--- config.mk ---
export PLATFORM = sky130hd
export DESIGN_NAME = dm_track_ctrl
export DESIGN_NICKNAME = d
export VERILOG_FILES = /design/src/rtl/dmt_pkg.sv /design/src/rtl/dmt_lockout.sv /design/src/rtl/dmt_arbiter.sv /design/src/rtl/dmt_level.sv /design/src/rtl/dmt_onehot_dec.sv /design/src/rtl/dm_track_ctrl.sv
export SDC_FILE = /design/constraint.sdc
export NUM_CORES = 1
export LEC_CHECK = 0
export ABC_AREA = 1
export BUFFER_PORTS_ARGS = -buffer_cell sky130_fd_sc_hd__buf_2
export CAP_MARGIN = 0
export CORE_MARGIN = 2
export CORE_UTILIZATION = 35
export CTS_BUF_LIST = sky130_fd_sc_hd__clkbuf_16
export CTS_CLUSTER_DIAMETER = 30
export DETAILED_ROUTE_END_ITERATION = 16
export GPL_ROUTABILITY_DRIVEN = 0
export PLACE_DENSITY = 0.68
export SYNTH_ARGS = -nofsm -noshare
export SYNTH_HDL_FRONTEND = slang
export SYNTH_HIERARCHICAL = 1
export SYNTH_SLANG_ARGS = --single-unit
--- constraint.sdc ---
create_clock -name clk -period 4.89 [get_ports clk]
set_clock_uncertainty 0.15 [all_clocks]
set_input_delay 0.978 -clock clk [delete_from_list [all_inputs] [get_ports clk]]
set_output_delay 0.978 -clock clk [all_outputs]
set_load 0.01 [all_outputs]
--- src/rtl/dmt_pkg.sv ---
package dmt_pkg;
   typedef enum logic [1:0] {
      STEP_NONE = 2'd0,
      STEP_RISE = 2'd1,
      STEP_FALL = 2'd2
   } step_e;

   function automatic logic step_moves(input step_e s);
      return s != STEP_NONE;
   endfunction
endpackage

--- src/rtl/dmt_lockout.sv ---
module dmt_lockout #(
   parameter int LOCK_CYC = 3
) (
   input  logic clk,
   input  logic rst,
   input  logic start_i,
   output logic busy_o
);
   localparam int CNT_W = (LOCK_CYC < 1) ? 1 : $clog2(LOCK_CYC + 1);
   localparam logic [CNT_W-1:0] LOAD = CNT_W'(LOCK_CYC);

   initial begin
      if (LOCK_CYC < 1) $error("LOCK_CYC must be at least 1");
   end

   logic [CNT_W-1:0] cnt_q;

   always_ff @(posedge clk) begin
      if (rst)
         cnt_q <= '0;
      else if (start_i)
         cnt_q <= LOAD;
      else if (cnt_q != '0)
         cnt_q <= cnt_q - 1'b1;
   end

   assign busy_o = (cnt_q != '0);

   assert_start_idle_R5: assert property (@(posedge clk) disable iff (rst)
      start_i |-> !busy_o);
   assert_lock_arm_R5: assert property (@(posedge clk) disable iff (rst)
      start_i |=> busy_o);
endmodule

--- src/rtl/dmt_arbiter.sv ---
module dmt_arbiter
   import dmt_pkg::*;
(
   input  logic  rise_req_i,
   input  logic  fall_req_i,
   input  logic  busy_i,
   input  logic  rise_ok_i,
   input  logic  fall_ok_i,
   output step_e step_o
);
   logic only_rise, only_fall;

   always_comb begin
      only_rise = rise_req_i & ~fall_req_i;
      only_fall = fall_req_i & ~rise_req_i;
      step_o    = STEP_NONE;
      if (!busy_i) begin
         if (only_rise && rise_ok_i)
            step_o = STEP_RISE;
         else if (only_fall && fall_ok_i)
            step_o = STEP_FALL;
      end
   end
endmodule

--- src/rtl/dmt_level.sv ---
module dmt_level
   import dmt_pkg::*;
#(
   parameter int LEVEL_W     = 6,
   parameter int RESET_LEVEL = 32
) (
   input  logic               clk,
   input  logic               rst,
   input  step_e              step_i,
   output logic [LEVEL_W-1:0] level_o,
   output logic               rise_ok_o,
   output logic               fall_ok_o
);
   localparam logic [LEVEL_W-1:0] LVL_MAX  = '1;
   localparam logic [LEVEL_W-1:0] LVL_INIT = LEVEL_W'(RESET_LEVEL);

   initial begin
      if (RESET_LEVEL < 0 || RESET_LEVEL >= (1 << LEVEL_W))
         $error("RESET_LEVEL out of range");
   end

   logic [LEVEL_W-1:0] lvl_q;

   always_ff @(posedge clk) begin
      if (rst)
         lvl_q <= LVL_INIT;
      else if (step_i == STEP_RISE)
         lvl_q <= lvl_q + 1'b1;
      else if (step_i == STEP_FALL)
         lvl_q <= lvl_q - 1'b1;
   end

   assign level_o   = lvl_q;
   assign rise_ok_o = (lvl_q != LVL_MAX);
   assign fall_ok_o = (lvl_q != '0);

   assert_rise_step_R1: assert property (@(posedge clk) disable iff (rst)
      step_i == STEP_RISE |=> lvl_q == $past(lvl_q) + 1'b1);
   assert_fall_step_R2: assert property (@(posedge clk) disable iff (rst)
      step_i == STEP_FALL |=> lvl_q == $past(lvl_q) - 1'b1);
   assert_no_wrap_top_R6: assert property (@(posedge clk) disable iff (rst)
      lvl_q == LVL_MAX |=> lvl_q != '0);
   assert_no_wrap_bot_R7: assert property (@(posedge clk) disable iff (rst)
      lvl_q == '0 |=> lvl_q != LVL_MAX);
endmodule

--- src/rtl/dmt_onehot_dec.sv ---
module dmt_onehot_dec #(
   parameter int IN_W  = 6,
   parameter int STYLE = 0
) (
   input  logic                 clk,
   input  logic                 rst,
   input  logic [IN_W-1:0]      code_i,
   output logic [(1<<IN_W)-1:0] sel_o
);
   localparam int LINES = 1 << IN_W;

   initial begin
      if (STYLE != 0 && STYLE != 1) $error("STYLE must be 0 or 1");
   end

   generate
      if (STYLE == 0) begin : g_shift
         assign sel_o = LINES'(1) << code_i;
      end else begin : g_compare
         for (genvar i = 0; i < LINES; i++) begin : g_line
            assign sel_o[i] = (code_i == IN_W'(i));
         end
      end
   endgenerate

   assert_sel_onehot_R3: assert property (@(posedge clk) disable iff (rst)
      $countones(sel_o) == 1);
endmodule

--- src/rtl/dm_track_ctrl.sv ---
module dm_track_ctrl
   import dmt_pkg::*;
#(
   parameter int LEVEL_W     = 6,
   parameter int LOCK_CYC    = 3,
   parameter int RESET_LEVEL = 1 << (LEVEL_W - 1),
   parameter int DEC_STYLE   = 0
) (
   input  logic                    clk,
   input  logic                    rst,
   input  logic                    cmp_above_i,
   input  logic                    cmp_below_i,
   output logic [LEVEL_W-1:0]      level_o,
   output logic [(1<<LEVEL_W)-1:0] ref_sel_o,
   output logic                    tok_valid_o,
   output logic                    tok_up_o,
   output logic                    rise_en_o,
   output logic                    fall_en_o
);
   localparam logic [LEVEL_W-1:0] LVL_MAX  = '1;
   localparam logic [LEVEL_W-1:0] LVL_INIT = LEVEL_W'(RESET_LEVEL);

   initial begin
      if (LEVEL_W < 2 || LEVEL_W > 10) $error("LEVEL_W must be 2..10");
   end

   step_e step;
   logic  busy, rise_ok, fall_ok;
   logic  tv_q, tu_q;

   dmt_arbiter u_arb (
      .rise_req_i (cmp_above_i),
      .fall_req_i (cmp_below_i),
      .busy_i     (busy),
      .rise_ok_i  (rise_ok),
      .fall_ok_i  (fall_ok),
      .step_o     (step)
   );

   dmt_lockout #(.LOCK_CYC(LOCK_CYC)) u_lock (
      .clk     (clk),
      .rst     (rst),
      .start_i (step_moves(step)),
      .busy_o  (busy)
   );

   dmt_level #(.LEVEL_W(LEVEL_W), .RESET_LEVEL(RESET_LEVEL)) u_lvl (
      .clk       (clk),
      .rst       (rst),
      .step_i    (step),
      .level_o   (level_o),
      .rise_ok_o (rise_ok),
      .fall_ok_o (fall_ok)
   );

   dmt_onehot_dec #(.IN_W(LEVEL_W), .STYLE(DEC_STYLE)) u_dec (
      .clk    (clk),
      .rst    (rst),
      .code_i (level_o),
      .sel_o  (ref_sel_o)
   );

   always_ff @(posedge clk) begin
      if (rst) begin
         tv_q <= 1'b0;
         tu_q <= 1'b0;
      end else begin
         tv_q <= step_moves(step);
         tu_q <= (step == STEP_RISE);
      end
   end

   assign tok_valid_o = tv_q;
   assign tok_up_o    = tu_q;
   assign rise_en_o   = rise_ok;
   assign fall_en_o   = fall_ok;

   assert_tok_dir_R4: assert property (@(posedge clk) disable iff (rst)
      tok_valid_o |-> (tok_up_o ? (level_o == $past(level_o) + 1'b1)
                                : (level_o == $past(level_o) - 1'b1)));
   assert_tok_idle_R4: assert property (@(posedge clk) disable iff (rst)
      !tok_valid_o |-> !tok_up_o);
   assert_tok_gap_R5: assert property (@(posedge clk) disable iff (rst)
      tok_valid_o |=> !tok_valid_o);
   assert_top_block_R6: assert property (@(posedge clk) disable iff (rst)
      level_o == LVL_MAX |=> !(tok_valid_o && tok_up_o));
   assert_bot_block_R7: assert property (@(posedge clk) disable iff (rst)
      level_o == '0 |=> !(tok_valid_o && !tok_up_o));
   assert_both_ignored_R8: assert property (@(posedge clk) disable iff (rst)
      (cmp_above_i && cmp_below_i) |=> !tok_valid_o);
   assert_reset_mid_R9: assert property (@(posedge clk) disable iff (rst)
      $past(rst) |-> (level_o == LVL_INIT && !tok_valid_o));
endmodule

==> metrics <==
status completed; Clk Latency, worst-skew pair 230 ps; Commonest cells post-synth nor2_1, nand2_1, inv_1; most frequent cell after synthesis nor2_1; flop2flop setup slack between 2000 and 2500 ps; Critical Path RT roughly 3800 ps; Worst Reg-to-Reg Cells 14; largest net degree at the start of global routing 34; TritonRoute pass-1 iters 4; first-iteration detailed-routing DRC count 155; endpoint of the worst-slack reg-to-reg timing path u_lvl/level_o[4]; # setup viols final 0; Critical Path Start Type flip-flop; Post-synth EDFFs 0; Worst Tran Pin Value between 800 and 900 ps; Num CTS Buffers 3; Final TNS setup 0 ps; Post-CTS Repair Setup Buffers 0; Die ar. about 4000 sq um; synthesized net count between 200 and 250; CTS tree built; H-tree levels 1; Die Ht roughly 63 microns; top cell family by delay on the critical path buffers and inverters; core area ~3300 sq um; Synth Instances roughly 220; Power Density 546 nW/um^2; register area 200 sq um; CP startpoint u_lvl/level_o[5]; GRT overflow 0; number of gates resized after cts 0; clk sinks 10; final worst-path cycle share 0.627; met2 Use GR 0.327; met3 Use GR 0.0464; top cell type's share of synthesized area 0.218; Row Count 21; final wirelength about 3700 microns; max cap viols 0; share of cells above drive strength 1 0.306; synthesized area per cell around 5.5 sq um; Fillers about 380; width of the die between 60 and 70 microns; multi-input logic area just over 800 sq um; crit path buf inv count 3; dpl cell area roughly 1600 sq um; GRT Overall Usage 0.188; hold crit path type flip-flop to flip-flop; Remaining DRCs 0; leading area contributor after synthesis nor2_1; Slew Limit Fails 0; crit path max fanout 33; CP endpoint ref_sel_o[61]; Seq cells post-synth 10; DP HPWL roughly 2800 microns; Yosys Warn Count 6; Clock Tree Buf Depth 2; first-pass GRT wire length 6340 microns; peak supply drop around 0.00039 V; Post-Route Utilization 0.502; area grow syn2layout 37.0%; RR Startpoint u_lvl/level_o[4]; worst stage delay on the critical path roughly 440 ps; M1 GR Usage 0.244; CP endpoint kind primary output; ANT nets after route 0; Starting Density 0.366; post-layout minimum cycle time between 3000 and 4000 ps; cts hold-fix bufs 0; fin area approximately 1700 sq um; Worst Min Path Start u_lock/cnt_q[1]; Via density 4.86; wire length per cell about 11 microns; Synth cell types 22; via count approximately 1,600; antenna cells 0; RSZ-0062 raised after global routing no; Final Hold Viols 0; slowest CP cell inv_1; IO Pins between 70 and 80; f_max 326 MHz; Netlist Area Pre-Place 1220 sq um; dominant synthesized flop cell dfxtp_1; GRT busiest layer met2; top cells by area, synth nor2_1, dfxtp_1, nand4_1; Pleak around 1.0 nW; Clk pin slew, worst setup/hold paths 40 ps; worst path cell trace buf_4 -> inv_1 -> nor3_1 -> buf_2; Slew headroom 0.446; worst setup path category flip-flop to primary output; Levels on crit path 4; initial antenna violation count 0; Fin Hold WS about 400 ps; register area share after synthesis 0.164; NumNets Final between 300 and 400; CP arrival roughly 1900 ps; Buffers on Ports 77; Root Driver clkbuf_16; vias in the first global route 1,461; ys async rst share 0
per-stage QoR:
stage,std cells,power [mW],worst slack [ps]
floorplan,224,0.637,2350
global placement,333,0.763,2030
detailed placement,333,0.770,2050
CTS,337,0.919,1790
global route,337,1.03,1590
finish,337,0.914,1820
registers in the layout, indices dropped and copies added (netlist names):
| name | cells |
|---|---|
| tok_up_o | 1 |
| tok_valid_o | 1 |
| u_lock/cnt_q | 2 |
| u_lvl/level_o | 6 |
layout by cell type, fill, tap and decap left out, drive strengths merged, types with 6 or more instances in the layout:
| master | n |
|---|---|
| inv | 30 |
| nand2 | 28 |
| ha | 6 |
| nand4 | 22 |
| nor3 | 9 |
| nand3 | 17 |
| a21oi | 6 |
| buf | 78 |
| dfxtp | 10 |
| nor2 | 71 |
worst min-delay path by stage:
stage,cells past startpoint,slack (ps),end
global placement,4,390,u_lock/cnt_q[1]
CTS,4,400,u_lock/cnt_q[1]
detailed placement,4,390,u_lock/cnt_q[1]
global route,4,460,u_lock/cnt_q[1]
finish,4,400,u_lock/cnt_q[1]
floorplan,4,370,u_lock/cnt_q[1]
worst register-to-register path, cell delays in order, from the launching register on:
cell and delay [ps]:
dfxtp_1 830, nor4_1 150, nand3_1 140, nand2_1 70
nor2_1 160, inv_1 70, ha_1 210, inv_1 160
ha_1 300, a21oi_1 160, nand2_1 80, nand2_1 60
nand2_1 40, o21ai_1 110, inv_1 50
power by group:
part | internal, mW | switching (mW)
Sequential | 0.114 | 0.0870
Combinational | 0.189 | 0.381
Clock | 0.107 | 0.0362
Total | 0.410 | 0.505
final cells by class:
class                   count  area share
clock buffers               3      0.0448
clock inverters             1     0.00224
inverters                  32      0.0732
well taps                  46      0.0344
multi-input cells         167       0.491
repair buffers             78       0.235
flip-flops and latches     10       0.120
logic make-up (layout without fill, tap and decap cells):
kind of cell | after synthesis | in the layout | share of synthesized area
AO/OA/AOI/OAI | 8 | 8 | 0.0327
AND/OR/NAND/NOR | 149 | 149 | 0.540
adder cells (fa/ha/maj) | 7 | 7 | 0.0778
XOR/XNOR | 3 | 3 | 0.0215
flip-flops | 10 | 10 | 0.164
buffers and inverters | 47 | 114 | 0.164
metal layers:
metal	up-vias	share of wire	routed length [microns]
met5	-	0	0
met2	75	0.44	1620
li1	855	-	-
met3	0	0.082	300
met1	707	0.48	1750
met4	0	0	0
No activity file was read; power rests on OpenSTA's default activity.
